==> src/rtl/wiper_i2c_slave.sv <==
module wiper_i2c_slave #(
  parameter int          DW        = 8,
  parameter logic [3:0]  ADDR_HI   = 4'b0101,
  parameter logic [DW-1:0] RST_CODE = 8'h80
) (
  input  logic          clk,
  input  logic          rst_n,
  input  logic          scl_i,
  input  logic          sda_i,
  input  logic [2:0]    strap_i,
  input  logic          wp_i,
  output logic          sda_pull_o,
  output logic [DW-1:0] wiper_a_o,
  output logic [DW-1:0] wiper_b_o
);
  typedef enum logic [2:0] {S_IDLE, S_ADDR, S_CMD, S_DATA, S_DONE, S_SKIP} st_t;

  st_t st;
  logic [1:0] scl_sync, sda_sync;
  logic scl_d, sda_d, wp_d;
  logic [3:0] bit_cnt;
  logic [7:0] shreg;
  logic [DW-1:0] hold, last_data;
  logic [1:0] sel, last_sel;
  logic nop, have_frame, ack;

  wire scl_v = scl_sync[1];
  wire sda_v = sda_sync[1];
  wire scl_rise = scl_v & ~scl_d;
  wire scl_fall = ~scl_v & scl_d;
  wire start_det = scl_v & scl_d & sda_d & ~sda_v;
  wire stop_det  = scl_v & scl_d & ~sda_d & sda_v;
  wire busy = (st == S_ADDR) || (st == S_CMD) || (st == S_DATA);
  wire addr_hit = (shreg[7:1] == {ADDR_HI, strap_i});
  wire wp_fall = wp_d & ~wp_i;

  assign sda_pull_o = ack;

  always_ff @(posedge clk or negedge rst_n) begin
    if (!rst_n) begin
      scl_sync <= 2'b11;
      sda_sync <= 2'b11;
      scl_d    <= 1'b1;
      sda_d    <= 1'b1;
    end else begin
      scl_sync <= {scl_sync[0], scl_i};
      sda_sync <= {sda_sync[0], sda_i};
      scl_d    <= scl_v;
      sda_d    <= sda_v;
    end
  end

  always_ff @(posedge clk or negedge rst_n) begin
    if (!rst_n) begin
      st         <= S_IDLE;
      bit_cnt    <= '0;
      shreg      <= '0;
      hold       <= '0;
      sel        <= '0;
      nop        <= 1'b0;
      ack        <= 1'b0;
      last_data  <= '0;
      last_sel   <= '0;
      have_frame <= 1'b0;
      wp_d       <= 1'b0;
      wiper_a_o  <= RST_CODE;
      wiper_b_o  <= RST_CODE;
    end else begin
      wp_d <= wp_i;
      if (wp_fall && have_frame) begin
        if (last_sel[0]) wiper_a_o <= last_data;
        if (last_sel[1]) wiper_b_o <= last_data;
      end
      if (start_det) begin
        st      <= S_ADDR;
        bit_cnt <= '0;
        ack     <= 1'b0;
      end else if (stop_det) begin
        if (st == S_DONE && !nop) begin
          last_sel   <= sel;
          last_data  <= hold;
          have_frame <= 1'b1;
          if (!wp_i) begin
            if (sel[0]) wiper_a_o <= hold;
            if (sel[1]) wiper_b_o <= hold;
          end
        end
        st      <= S_IDLE;
        bit_cnt <= '0;
        ack     <= 1'b0;
      end else if (busy) begin
        if (scl_rise && bit_cnt != 4'd8) begin
          shreg   <= {shreg[6:0], sda_v};
          bit_cnt <= bit_cnt + 4'd1;
        end else if (scl_fall && bit_cnt == 4'd8) begin
          if (!ack) begin
            case (st)
              S_ADDR: begin
                if (addr_hit) begin
                  ack <= 1'b1;
                  nop <= shreg[0];
                end else begin
                  st <= S_SKIP;
                end
              end
              S_CMD: begin
                ack <= 1'b1;
                sel <= (shreg[7:2] == 6'd0) ? shreg[1:0] : 2'b00;
              end
              default: begin
                ack  <= 1'b1;
                hold <= shreg[DW-1:0];
              end
            endcase
          end else begin
            ack     <= 1'b0;
            bit_cnt <= '0;
            case (st)
              S_ADDR:  st <= S_CMD;
              S_CMD:   st <= S_DATA;
              default: st <= S_DONE;
            endcase
          end
        end
      end
    end
  end
endmodule


==> config.mk <==
export PLATFORM = sky130hd
export DESIGN_NAME = wiper_i2c_slave
export DESIGN_NICKNAME = d
export VERILOG_FILES = /design/src/rtl/wiper_i2c_slave.sv
export SDC_FILE = /design/constraint.sdc
export NUM_CORES = 1
export LEC_CHECK = 0
export ABC_AREA = 1
export BUFFER_PORTS_ARGS = -buffer_cell sky130_fd_sc_hd__buf_4
export CORE_ASPECT_RATIO = 1.1
export CORE_MARGIN = 4
export CORE_UTILIZATION = 42
export CTS_BUF_LIST = sky130_fd_sc_hd__clkbuf_4 sky130_fd_sc_hd__clkbuf_8
export CTS_CLUSTER_DIAMETER = 30
export CTS_CLUSTER_SIZE = 8
export DETAILED_ROUTE_END_ITERATION = 8
export PLACE_DENSITY = 0.57
export SLEW_MARGIN = 10
export SYNTH_ARGS = -nofsm -noshare
export SYNTH_HDL_FRONTEND = slang
export SYNTH_SLANG_ARGS = --single-unit
==> constraint.sdc <==
create_clock -name clk -period 2.1 [get_ports clk]
set_input_delay 0.21 -clock clk [delete_from_list [all_inputs] [get_ports clk]]
set_output_delay 0.21 -clock clk [all_outputs]
set_load 0.005 [all_outputs]
Word-level counts from Yosys, hierarchy flattened:

Index checks and enable logic that the tools add are counted.

* muxes and demuxes: 38
* shift operators: 0
* multiply operators: 0
* reduce and logical (&&, ||, !) cells: 22
* eq/ne operators: 9
* div/mod/pow operators: 0
* $add $sub $neg: 1
* $lt $le $gt $ge: 0
* bitwise operators: 18

Operators by type and width (count)
* 8-bit 2-to-1 mux: 14
* 3-bit 2-to-1 mux: 8
* 4-bit 2-to-1 mux: 6
* 7-bit AND reduction: 2
* 4-bit nonzero test: 3
* 1-bit inverter: 10
* 3-bit AND reduction: 3
* 1-bit AND: 8
* 1-bit 2-to-1 mux: 8
* 4-bit inequality test (second input constant): 2
* 8-bit AND reduction: 1
* 7-bit by 6-bit equality test with 1-bit output: 1
* 3-bit by 2-bit equality test with 1-bit output (second input constant): 2
* 6-bit zero test: 1
* 3-bit one-hot mux with 2 select lines: 1
* 3-bit nonzero test: 2
* 5-bit AND reduction: 1
* 4-bit by 1-bit adder with 4-bit output (second input constant): 1
* 4-bit equality test (second input constant): 1
* 1-bit logical AND: 4
* 4-bit AND reduction: 1
* 3-bit by 1-bit equality test with 1-bit output (second input constant): 1
* 3-bit equality test (second input constant): 1
* 3-bit inequality test (second input constant): 1
* 4 further kinds: 5

* memory bits (read-only): 0
* memory bits (writable): 0
* input port bits: 8
* memories: 0
* latch bits: 0
* output and inout port bits: 17
* flip-flop bits (word level): 61

Longest topological paths before layout:

* depth in word-level cells: 9
* mapped depth: 11
* gate-level depth less buffers: 10

Worst setup path after synthesis:

OpenSTA, ideal clock, no wires.

* kind: register to register
* start point: reg scl_d
* end point: reg wiper_a_o[3]
* required time: 1.981 ns
* slack: 0.575 ns
* arrival time: 1.406 ns
* stages on the path, launching flop included: 12
* cell sequence: dfstp_2 -> nand2_1 -> inv_2 -> nand3_2 -> inv_2 -> nand2_2 -> buf_6 -> nor2_4 -> nand2_4 -> buf_6 -> nand2_1 -> o21ai_2

* cells in the longest elaborated chain, start to end: 5
* elaborated cells between the ends (all ways): 7
* classes of those cells: mux: 2; bitwise: 5

RTL lines
* from (decl): RTL line 20 `logic scl_d, sda_d, wp_d;`
* from (signal assigned): RTL line 48 `scl_d <= scl_v;`
* 1-bit AND *: RTL line 31, 32
* 1-bit AND (2 in series): RTL line 32 `wire stop_det = scl_v & scl_d & ~sda_d & sda_v;`
* 8-bit 2-to-1 mux: RTL line 78 `end else if (stop_det) begin`
* 8-bit 2-to-1 mux *: RTL line 74 `if (start_det) begin`
* to (signal assigned): RTL line 71 `if (last_sel[0]) wiper_a_o <= last_data;`
* to (signal assigned): RTL line 84 `if (sel[0]) wiper_a_o <= hold;`
* to (decl): RTL line 13 `output logic [DW-1:0] wiper_a_o,`

Mark *: on every way between the ends. The rest lies on a longest branch, timed or not.
A chain may end at the register's enable or synchronous reset.

Final worst setup path:

* start point: reg scl_d
* end point: reg wiper_a_o[6]

Same word-level chain as after synthesis.

==> qor.yml <==
die_w_um: 87.1
final_util_pct: 50.5
ys_seq_elements: 61
ys_seq_area_share_pct: 53.2
finalHoldViolCount: 0
preCtsSetupSlack_ps: 383
startpoint: "scl_d$_DFF_PN1_"
synthArstFlopShare_pct: 100
maxSlewViolCount: 0
cp-start-kind: "flip-flop"
numPortBuffers: 24
placedCellCount: 455
cts_tree: "built"
die_h_um: 95.0
worst_slack_ps: 377
critPathRequiredTime_ps: 2320
hold_path_end: "sda_sync[1]$_DFF_PN1_"
critPathCaptureType: "flip-flop"
wire_per_inst_um: 12.0
synth.avg_cell_area_um2: 8.19
dieArea_mm2: 0.00827
path_clk_slew_ps: 70
placed_cell_area_mm2: 0.00314
tns_ps: 0
ys_types: 30
initialDrtViolationCount: 114
power_mw: 2.87
fin_crit_sh_pct: 82.0
clock.fmax_ghz: 0.580
grt_overflow: 0
path_delay_family: "simple AND/OR/NAND/NOR gates"
rows: 31
tightest_slew_ps: 766
max_stage_delay_ps: 590
final-setup-viol-count: 0
whs_ps: 355
yosysWarnings: 0
crit_type: "flip-flop to flip-flop"
cp.depth: 10
rsz0062_at_grt: "no"
hold_class: "flip-flop to flip-flop"
grt_pass1_wl_um: 9700
core_area_mm2: 0.00663
fillers: 667
cts_setup_buffers: 0
regToRegEndpoint: "wiper_a_o[6]$_DFF_PN0_"
wirelength_um: 5700
reg2reg_slack_ps: 380
syn-instance-count: 353
cts.repair.resized: 0
cap_violations: 0
start_util_pct: 43.6
outcome: "completed"
vias: 2226
cts_inserted_buffers: 9
ios: 25
drive_above_1_share_pct: 19.1
fin_skew_ps: 6.98
synth-edff-count: 0
drc: 0
whs_path_depth: 0
fin_cells: 475
synth.most_common_cell: "nand2_1"
reg2reg_from: "scl_d$_DFF_PN1_"
layout.area.seq_mm2: 0.00154
relSlewSlack_pct: 48.9
syn_nets: 363
fin_crit_ps: 1720
antenna_left: 0
ctsHtreeMaxLevel: 3
grt_pass1_vias: 2132
syn_area_mm2: 0.00289
multi_input_area_mm2: 0.00116
grt_util_all_layers_pct: 15.0
clock-root-buffer: "clkbuf_8"
grt_start_max_net_pins: 62
p_leak_nw: 1.68
p_per_area_mw_per_mm2: 859
path_max_fanout: 16
cts_buffer_depth: 2
cp.buffers_inverters: 3
area_delta_synth_final_pct: 15.8
antenna_found_initial: 0
yosysTopAreaCell: "dfrtp_1"
nets: 398
cts.sinks: 61
final_cell_area_mm2: 0.00335
r2r_cells: 10
cpMaxStageDelayCell: "dfstp_2"
synthTopCellsByArea: "dfrtp_1 46%, nand2_1 17%, dfstp_2 7.3%"
ir_worst_vdd_uv: 486
drt-pass1-iter-count: 4
clock_latency_ps: 330
critical_path.cell_chain: "nand2_1 > inv_2 > nand3_2 > inv_2 > nand2_2 > buf_4 > nor2_4 > nand2_4 > nand2_1 > o21ai_2"
place.gp.congestion: 0.766
viasPerCell: 4.69
hold_path_startpoint: "sda_sync[0]$_DFF_PN1_"
yosysTopAreaCellShare_pct: 45.9
synthTopCellsByCount: "130 x nand2_1, 53 x dfrtp_1, 38 x inv_1"
n_antenna_cell: 0
crit_arrival_ps: 1940
synthFlopType: "dfrtp_1"
dp_hpwl_um: 4090
==> final cells by class <==
type,instances,area share [%]
inverter,40,4.49
multi-input combinational,246,34.5
clock buffer,11,4.15
tap,82,3.07
timing repair buffer,30,7.03
clock inverter,5,0.822
sequential,61,45.9
==> worst reg2reg max path: cells and delay by family (launching register included) <==
family	cells	cell delay, ps
simple gates	6	630
buf+inv	3	340
compound gates	1	50
flops	1	590
==> state kept, by name (all words and copies together) (netlist names) <==
name / count
bit_cnt: 4
have_frame: 1
hold: 8
last_data: 8
last_sel: 2
nop: 1
scl_d: 1
scl_sync: 2
sda_d: 1
sda_pull_o: 1
sda_sync: 2
sel: 2
shreg: 8
st: 3
wiper_a_o: 8
wiper_b_o: 8
wp_d: 1
==> cells by family (layout without fill, tap and decap cells) <==
family	after synthesis	in the layout	share of synthesized area, %
buffers and inverters	46	86	6.84
and+or+nand+nor	185	185	26.3
adders and majority gates	2	2	0.866
xor gates and xnor gates	2	2	0.606
DFF	61	61	53.2
AOI/OAI and AO/OA	57	57	12.3
==> power breakdown <==
part / total [mW] / internal [mW] / switching, mW
registers: 1.43 / 1.31 / 0.127
logic: 0.543 / 0.191 / 0.351
clock network: 0.899 / 0.446 / 0.453
total: 2.87 / 1.94 / 0.931
==> metal layers <==
| layer | GRT usage, % | wire length (um) | vias up |
|---|---|---|---|
| met5 | 0 | 0 | - |
| met4 | 6.65 | 74 | 0 |
| met3 | 3.66 | 186 | 8 |
| met2 | 23.7 | 2560 | 27 |
| met1 | 19.6 | 2880 | 1010 |
| li1 | - | - | 1181 |
==> repair_timing <==
action                                 in CTS  in global routing
setup endpoints to repair                   0                  0
hold buffers                                4                  0
endpoints found under the hold margin      56                  0
==> layout by cell type, fill, tap and decap left out <==
cell,instances
clkinvlp_4,1
xnor2_1,1
nand3b_1,1
o21a_1,1
nor2_4,1
inv_1,38
nor2_1,27
o21bai_1,1
nand2_2,1
ha_1,2
dlygate4sd3_1,4
nand2_4,1
o21ai_0,32
nand3_2,2
o21ai_2,16
a22oi_1,1
nand2_1,130
clkinv_2,4
nand3_1,17
inv_2,2
nand4_1,1
o21ai_1,3
a31oi_1,1
dfstp_2,8
buf_4,26
clkbuf_4,2
or2_2,1
nor2_2,1
nor3_1,2
clkbuf_8,9
xor2_1,1
dfrtp_1,53
a21oi_1,2
==> worst max path at each step <==
| stage | end | slack (ps) |
|---|---|---|
| after detailed placement | wiper_a_o[6]$_DFF_PN0_ | 380 |
| after CTS | wiper_a_o[6]$_DFF_PN0_ | 360 |
| after global placement | wiper_a_o[6]$_DFF_PN0_ | 390 |
| after global routing | wiper_b_o[2]$_DFF_PN0_ | 120 |
| final | wiper_a_o[6]$_DFF_PN0_ | 380 |
| after floorplan | wiper_a_o[3]$_DFF_PN0_ | 570 |
(Power assumes the default switching activity.)
